[config.mk]
export PLATFORM = sky130hd
export DESIGN_NAME = refdiv_tapsel
export DESIGN_NICKNAME = d
export VERILOG_FILES = /design/src/rtl/refdiv_pkg.sv /design/src/rtl/refdiv_prescaler.sv /design/src/rtl/refdiv_chain.sv /design/src/rtl/refdiv_tap_mux.sv /design/src/rtl/refdiv_tapsel.sv
export SDC_FILE = /design/constraint.sdc
export NUM_CORES = 1
export LEC_CHECK = 0
export ABC_AREA = 1
export BUFFER_PORTS_ARGS = -buffer_cell sky130_fd_sc_hd__buf_4
export CORE_MARGIN = 3
export CORE_UTILIZATION = 40
export CTS_CLUSTER_SIZE = 8
export DETAILED_ROUTE_END_ITERATION = 12
export GPL_ROUTABILITY_DRIVEN = 0
export SYNTH_ARGS = -nofsm -noshare
export SYNTH_HDL_FRONTEND = slang
export SYNTH_SLANG_ARGS = --single-unit
[constraint.sdc]
create_clock -name clk -period 3.9 [get_ports clk]
set_clock_uncertainty 0.2 [all_clocks]
set_input_delay 0.39 -clock clk [delete_from_list [all_inputs] [get_ports clk]]
set_output_delay 0.39 -clock clk [all_outputs]
set_load 0.05 [all_outputs]
[src/rtl/refdiv_pkg.sv]
package refdiv_pkg;

    typedef enum logic [1:0] {
        ST_LOAD  = 2'd0,
        ST_COUNT = 2'd1,
        ST_TERM  = 2'd2
    } refdiv_state_e;

    // Maps a select code to a stream index; out-of-range codes pick the
    // most divided stream, the reversed mapping counts down from it.
    function automatic int refdiv_tap_index(int code, bit reversed, int last);
        int idx;
        if (code > last)
            idx = last;
        else if (reversed)
            idx = last - code;
        else
            idx = code;
        return idx;
    endfunction

endpackage

[src/rtl/refdiv_prescaler.sv]
module refdiv_prescaler
    import refdiv_pkg::*;
#(
    parameter int RATIO_W   = 10,
    parameter int MIN_RATIO = 4
) (
    input  logic               clk,
    input  logic               rst_n,
    input  logic               ratio_we,
    input  logic [RATIO_W-1:0] ratio_in,
    output logic               term,
    output logic               restart
);

    localparam logic [RATIO_W-1:0] MIN_R   = RATIO_W'(MIN_RATIO);
    localparam logic [RATIO_W-1:0] TWO     = RATIO_W'(2);

    refdiv_state_e      state_q, state_d;
    logic [RATIO_W-1:0] cnt_q, cnt_d;
    logic [RATIO_W-1:0] run_ratio_q, run_ratio_d;
    logic [RATIO_W-1:0] held_ratio_q;

    // Holding register: survives divider reset on purpose.
    always_ff @(posedge clk) begin
        if (ratio_we)
            held_ratio_q <= (ratio_in < MIN_R) ? MIN_R : ratio_in;
    end

    // State register process.
    always_ff @(posedge clk or negedge rst_n) begin
        if (!rst_n) begin
            state_q     <= ST_LOAD;
            cnt_q       <= '0;
            run_ratio_q <= MIN_R;
        end else begin
            state_q     <= state_d;
            cnt_q       <= cnt_d;
            run_ratio_q <= run_ratio_d;
        end
    end

    // Next-state process.
    always_comb begin
        state_d     = state_q;
        cnt_d       = cnt_q;
        run_ratio_d = run_ratio_q;
        unique case (state_q)
            ST_LOAD: begin
                run_ratio_d = held_ratio_q;
                cnt_d       = '0;
                state_d     = ST_COUNT;
            end
            ST_COUNT: begin
                if (cnt_q == run_ratio_q - TWO) begin
                    state_d = ST_TERM;
                end else begin
                    cnt_d = cnt_q + 1'b1;
                end
            end
            ST_TERM: begin
                run_ratio_d = held_ratio_q;
                cnt_d       = '0;
                state_d     = ST_COUNT;
            end
            default: begin
                state_d = ST_LOAD;
            end
        endcase
    end

    // Output process.
    always_comb begin
        term    = (state_q == ST_TERM);
        restart = (state_q == ST_LOAD);
    end

endmodule

[src/rtl/refdiv_chain.sv]
module refdiv_chain #(
    parameter int NUM_TAPS = 5
) (
    input  logic                clk,
    input  logic                rst_n,
    input  logic                term,
    input  logic                restart,
    output logic [NUM_TAPS-1:0] tap_pulse
);

    localparam int CW = NUM_TAPS - 1;

    logic [CW-1:0]       stage_q;
    logic [NUM_TAPS-1:0] tap_hit;

    always_ff @(posedge clk or negedge rst_n) begin
        if (!rst_n)
            stage_q <= '0;
        else if (restart)
            stage_q <= '0;
        else if (term)
            stage_q <= stage_q + CW'(1);
    end

    assign tap_hit[0] = 1'b1;

    generate
        for (genvar k = 1; k < NUM_TAPS; k++) begin : g_hit
            assign tap_hit[k] = &stage_q[k-1:0];
        end
    endgenerate

    assign tap_pulse = {NUM_TAPS{term}} & tap_hit;

endmodule

[src/rtl/refdiv_tap_mux.sv]
module refdiv_tap_mux
    import refdiv_pkg::*;
#(
    parameter int NUM_TAPS = 5,
    parameter int SEL_W    = 3,
    parameter bit REVERSED = 1'b0
) (
    input  logic [NUM_TAPS-1:0] taps,
    input  logic [SEL_W-1:0]    sel,
    output logic                pulse
);

    localparam int LAST = NUM_TAPS - 1;

    int idx;

    always_comb begin
        idx   = refdiv_tap_index(int'(sel), REVERSED, LAST);
        pulse = 1'b0;
        for (int k = 0; k < NUM_TAPS; k++) begin
            if (idx == k)
                pulse = taps[k];
        end
    end

endmodule

[src/rtl/refdiv_tapsel.sv]
module refdiv_tapsel #(
    parameter int RATIO_W   = 10,
    parameter int NUM_TAPS  = 5,
    parameter int SEL_W     = 3,
    parameter int MIN_RATIO = 4
) (
    input  logic               clk,
    input  logic               rst_n,
    input  logic               ratio_we,
    input  logic [RATIO_W-1:0] ratio_in,
    input  logic [SEL_W-1:0]   main_sel,
    input  logic [SEL_W-1:0]   aux_sel,
    output logic               main_pulse,
    output logic               aux_pulse
);

    logic                term;
    logic                restart;
    logic [NUM_TAPS-1:0] taps;

    refdiv_prescaler #(
        .RATIO_W   (RATIO_W),
        .MIN_RATIO (MIN_RATIO)
    ) u_pre (
        .clk      (clk),
        .rst_n    (rst_n),
        .ratio_we (ratio_we),
        .ratio_in (ratio_in),
        .term     (term),
        .restart  (restart)
    );

    refdiv_chain #(
        .NUM_TAPS (NUM_TAPS)
    ) u_chain (
        .clk       (clk),
        .rst_n     (rst_n),
        .term      (term),
        .restart   (restart),
        .tap_pulse (taps)
    );

    refdiv_tap_mux #(
        .NUM_TAPS (NUM_TAPS),
        .SEL_W    (SEL_W),
        .REVERSED (1'b0)
    ) u_main_mux (
        .taps  (taps),
        .sel   (main_sel),
        .pulse (main_pulse)
    );

    refdiv_tap_mux #(
        .NUM_TAPS (NUM_TAPS),
        .SEL_W    (SEL_W),
        .REVERSED (1'b1)
    ) u_aux_mux (
        .taps  (taps),
        .sel   (aux_sel),
        .pulse (aux_pulse)
    );

endmodule

* Yosys cells after proc, flatten, opt, wreduce, memory -nomap -nowiden *
Cells that the tools add are included.

storage, ports and cells
  logic and storage cells = 54
  output and inout bits = 2
  input bits = 19
  flip-flop bits (word level) = 36

cells by class
  reduce and logical (&&, ||, !) cells = 10
  add/sub/neg operators = 4
  mux-type cells = 18
  magnitude comparators = 3
  eq/ne operators = 13
  bitwise logic cells = 1

operators by type and width
  cell                                                                            number
  32-bit by 3-bit equality test with 1-bit output (second input constant)         2
  32-bit zero test                                                                2
  32-bit by 2-bit equality test with 1-bit output (second input constant)         1
  32-bit by 4-bit equality test with 1-bit output (second input constant)         1
  32-bit two-way mux                                                              1
  10-bit case mux with 2 select lines                                             1
  10-bit by 1-bit adder with 10-bit output (second input constant)                1
  10-bit equality test                                                            1
  10-bit by 3-bit less-than comparator with 1-bit output (second input constant)  1
  1-bit two-way mux                                                               10
  10-bit two-way mux                                                              1
  10-bit by 2-bit subtractor with 10-bit output (second input constant)           1
  4-bit two-way mux                                                               2
  3-bit by 2-bit equality test with 1-bit output (second input constant)          2
  3-bit > comparator (second input constant)                                      2
  5-bit AND                                                                       1
  4-bit by 1-bit adder with 4-bit output (second input constant)                  1
  2-bit case mux with 2 select lines                                              1
  2-bit AND reduction                                                             2
  4-bit AND reduction                                                             1
  2-bit nonzero test                                                              2
  3-bit by 3-bit subtractor with 4-bit output (first input constant)              1
  3-bit by 1-bit equality test with 1-bit output (second input constant)          1
  3-bit equality test (second input constant)                                     1
  other kinds (9)                                                                 9

* Depth between registers and ports, before layout *
  depth in word-level cells = 8
  mapped depth = 14

* Cells and area by module *
A second synthesis with hierarchy kept.

second synthesis, totals
  cells, all modules = 307
  area, all modules = 2238.4 µm²

by module, submodules not included
  module                       area each (µm²)  cells an instance  times used
  refdiv_prescaler             1788.0           233                1
  refdiv_chain                 236.5            31                 1
  refdiv_tap_mux (u_aux_mux)   145.1            27                 1
  refdiv_tap_mux (u_main_mux)  68.8             16                 1

* Least setup slack after synthesis *
Ideal clock, no wire load.

  path type = reg-to-output
  from = register u_pre.state_q[0]
  to = output port aux_pulse
  data required time = 3.310 ns
  setup slack = 1.198 ns
  cell stages (with the launch flop) = 7
  path buffers = 1
  arrival = 2.112 ns
  path through = dfrtp_1 > buf_2 > inv_1 > nand2_1 > nor2_1 > nand3_1 > o21ai_0

on the way
  longest elaborated chain between the ends = 7

ends and longest elaborated chain
  element                          line                    text
  from (decl)                      refdiv_prescaler.sv:18  refdiv_state_e state_q, state_d;
  from (signal assigned)           refdiv_prescaler.sv:36  state_q <= state_d;
  2-bit equality test (*)          refdiv_prescaler.sv:73  term = (state_q == ST_TERM);
  5-bit AND (*)                    refdiv_chain.sv:33      assign tap_pulse = {NUM_TAPS{term}} & tap_hit;
  1-bit two-way mux (4 in series)  refdiv_tap_mux.sv:21    if (idx == k)
  1-bit two-way mux (*)            refdiv_tap_mux.sv:21
  to (decl)                        refdiv_tapsel.sv:14     output logic aux_pulse

Mark *: on every way between the ends. The rest lies on a longest branch, timed or not.

* Worst setup path in the final report *
Ends and elaborated chain as after synthesis.

==> results.ini <==
[global_route]
grt_pass1_vias = 1605
grt_max_degree = 27
antenna_found_initial = 0
grt_use_total = 0.147
gr-total-overflow = 0
grt_first_pass_wirelength_mm = 7.08

[clock_tree]
clock-sinks = 36
cts_tree = done
clkTransAtPathRegs_ps = 70
post-cts-setup-buffer-count = 0
clk_path_buf_depth = 2
clk_latency_ps = 290
h-tree-depth = 2
cts_buffers = 5
root_buffer = clkbuf_8

[drt]
drt_first_pass_iters = 4
avgViaCountPerCell = 4.79
antenna_left = 0
drc = 0
drt-total-wl_mm = 4.04
drt-initial-drc-count = 59
routedWlPerCell_um = 11.5
vias = 1676

[finish]
stdcell_count = 350
nNetsFinal = 307
area_growth_pct = 13.2
nFillCells = 510
drive_above_1_share = 0.138
antenna_cells = 0

[sta]
rsz0062_at_grt = no
relSlewSlack = 0.564
worst_slew_pin_slew_ps = 651
max_freq_mhz = 326
period_share = 0.787
maxSlewViolCount = 0
hold_slack_ps = 84.7
period_needed_ps = 3070
finalHoldViolCount = 0
setup_viol = 0
fin_ws_ps = 830
setup-tns-final_ps = 0

[min_path]
holdPathStages = 1
hold_class = primary input to flop
min_from = ratio_in[6]
hold_end = u_pre.held_ratio_q[6]

[floorplan]
coreArea_um2 = 4880
start_util = 0.428
dieHeight_um = 78.3
dieArea_um2 = 6130
fp-row-count = 25
num_io_pins = 21
fp.dieW_um = 78.3

[synth]
synth_nets = 293
synth_common_cells = 65 x nand2_1, 43 x inv_1, 25 x dfrtp_1
ys_seq_elements = 36
syn_area_per_cell_um2 = 7.80
netlist_area_um2 = 2090
synth_cells = 268
synth_cell_types = 31
yosys.area.top_type = dfrtp_1
yosys-top-cells-area = dfrtp_1 30%, edfxtp_1 14%, nand2_1 12%
yosysSeqAreaShare = 0.456
synth-edff-count = 10
post-synth-top-count-cell = nand2_1
synth.top_cell.area_share = 0.299
ys.flop_type = dfrtp_1
async_flop_share = 0.722
synth_warnings = 0

[power_and_ir_drop]
p_leak_nw = 1.16
total_power_w = 0.00143
seqPwrFrac = 0.437
pwr-share-comb = 0.368
irDropWorstVdd_uv = 212
power.internal_w = 0.000853
power_frac_clock = 0.195
switching_share = 0.403
power_density_nw_per_um2 = 604
switchingPower_w = 0.000577

[place]
dp_cells = 341
io_buffers = 20
pre_cts_ws_ps = 1130
hpwl_mm = 3.15

[outcome]
status = finished, final reports clean

[setup_path]
r2r_slack_ps = 1380
critPathCaptureType = output port
crit_required_ps = 3310
crit_type = flop to output port
critPathArrivalTime_ps = 2480
ff2ff_path_depth = 5
cp_max_fo = 25
cp-start-kind = flop
rr_endpoint = u_pre.cnt_q[2]
timing.rr.start = u_pre.state_q[0]

[run]
maxCapViolations = 0

-- critical path, cell delays in order (launching register included) --
cell     delay, ps
dfrtp_1        570
inv_1          550
nand2_1        280
nor2_1         220
a21oi_1         90
o31ai_1         70
nand4_1        100
o21ai_0         90
buf_4          220
-- metal layers --
metal	track usage	wire length, µm
met1	0.193	1970
met2	0.231	1860
met3	0.0390	145
met4	0.0559	61
met5	0	0
-- final cells by class --
| type | instances | area [µm²] | area share |
|---|---|---|---|
| multi-input cells | 175 | 910 | 0.385 |
| well taps | 67 | 83.8 | 0.0354 |
| clock buffers | 6 | 82.6 | 0.0349 |
| repair buffers | 21 | 160 | 0.0677 |
| clock inverters | 2 | 15.0 | 0.00635 |
| flip-flops and latches | 36 | 952 | 0.403 |
| inverters | 43 | 161 | 0.0683 |
-- power by group through the flow --
stage | Sequential (W) | Clock (W) | Combinational [W]
global placement | 0.000632 | 0 | 0.000516
CTS | 0.000627 | 0.000291 | 0.000534
floorplan | 0.000584 | 0 | 0.000442
global route | 0.000643 | 0.000309 | 0.000620
detailed placement | 0.000635 | 0 | 0.000532
finish | 0.000625 | 0.000279 | 0.000525
-- worst max path at each step --
stage	end	cells past startpoint	slack (ps)	startpoint
detailed placement	aux_pulse	8	1130	u_pre.state_q[0]
finish	aux_pulse	8	830	u_pre.state_q[0]
global route	aux_pulse	8	430	u_pre.state_q[0]
global placement	aux_pulse	8	1200	u_pre.state_q[0]
floorplan	aux_pulse	6	1200	u_pre.state_q[0]
CTS	aux_pulse	8	810	u_pre.state_q[0]
-- kinds of logic (layout without fill, tap and decap cells) --
kind of cell / after synthesis / in the layout / synth area share
mux: 1 / 1 / 0.00479
simple gates: 133 / 133 / 0.288
xor+xnor: 11 / 11 / 0.0461
flops: 36 / 36 / 0.456
buf+inv: 57 / 72 / 0.109
compound gates: 24 / 24 / 0.0605
fa+ha+maj: 6 / 6 / 0.0359
-- registers in the layout, summed over array words and instances (netlist names) --
signal	count
u_chain.stage_q	4
u_pre.cnt_q	10
u_pre.held_ratio_q	10
u_pre.run_ratio_q	10
u_pre.state_q	2
-- placed cells by master (no fill, tap or decap), types with 2 or more instances in the layout --
cell type and count:
nor2_2 2, nor3_2 2, a21oi_1 3, clkinvlp_4 2, o21ai_0 18, nor2_1 19
nand3b_1 2, clkbuf_8 6, or2_2 3, nor4_1 2, xnor2_1 3, nand4_1 8
nor3_1 3, ha_1 6, buf_4 20, nand2_1 65, edfxtp_1 10, xor2_1 8
inv_1 43, nand3_1 24, dfrtp_1 25, nand2_2 2
-- per-stage QoR --
| step | cell area (µm²) | util |
|---|---|---|
| 6_report | 2360 | 0.485 |
| 5_1_grt | 2360 | 0.485 |
| 4_1_cts | 2360 | 0.485 |
| 3_5_place_dp | 2260 | 0.463 |
| 3_3_place_gp | 2260 | 0.463 |
| 2_1_floorplan | 2090 | - |
-- repair_timing --
action,CTS,global route
hold endpoints to repair,25,0
resized for setup,0,0
hold buffers,1,0
Note: power is estimated with default switching activity, not from simulation.
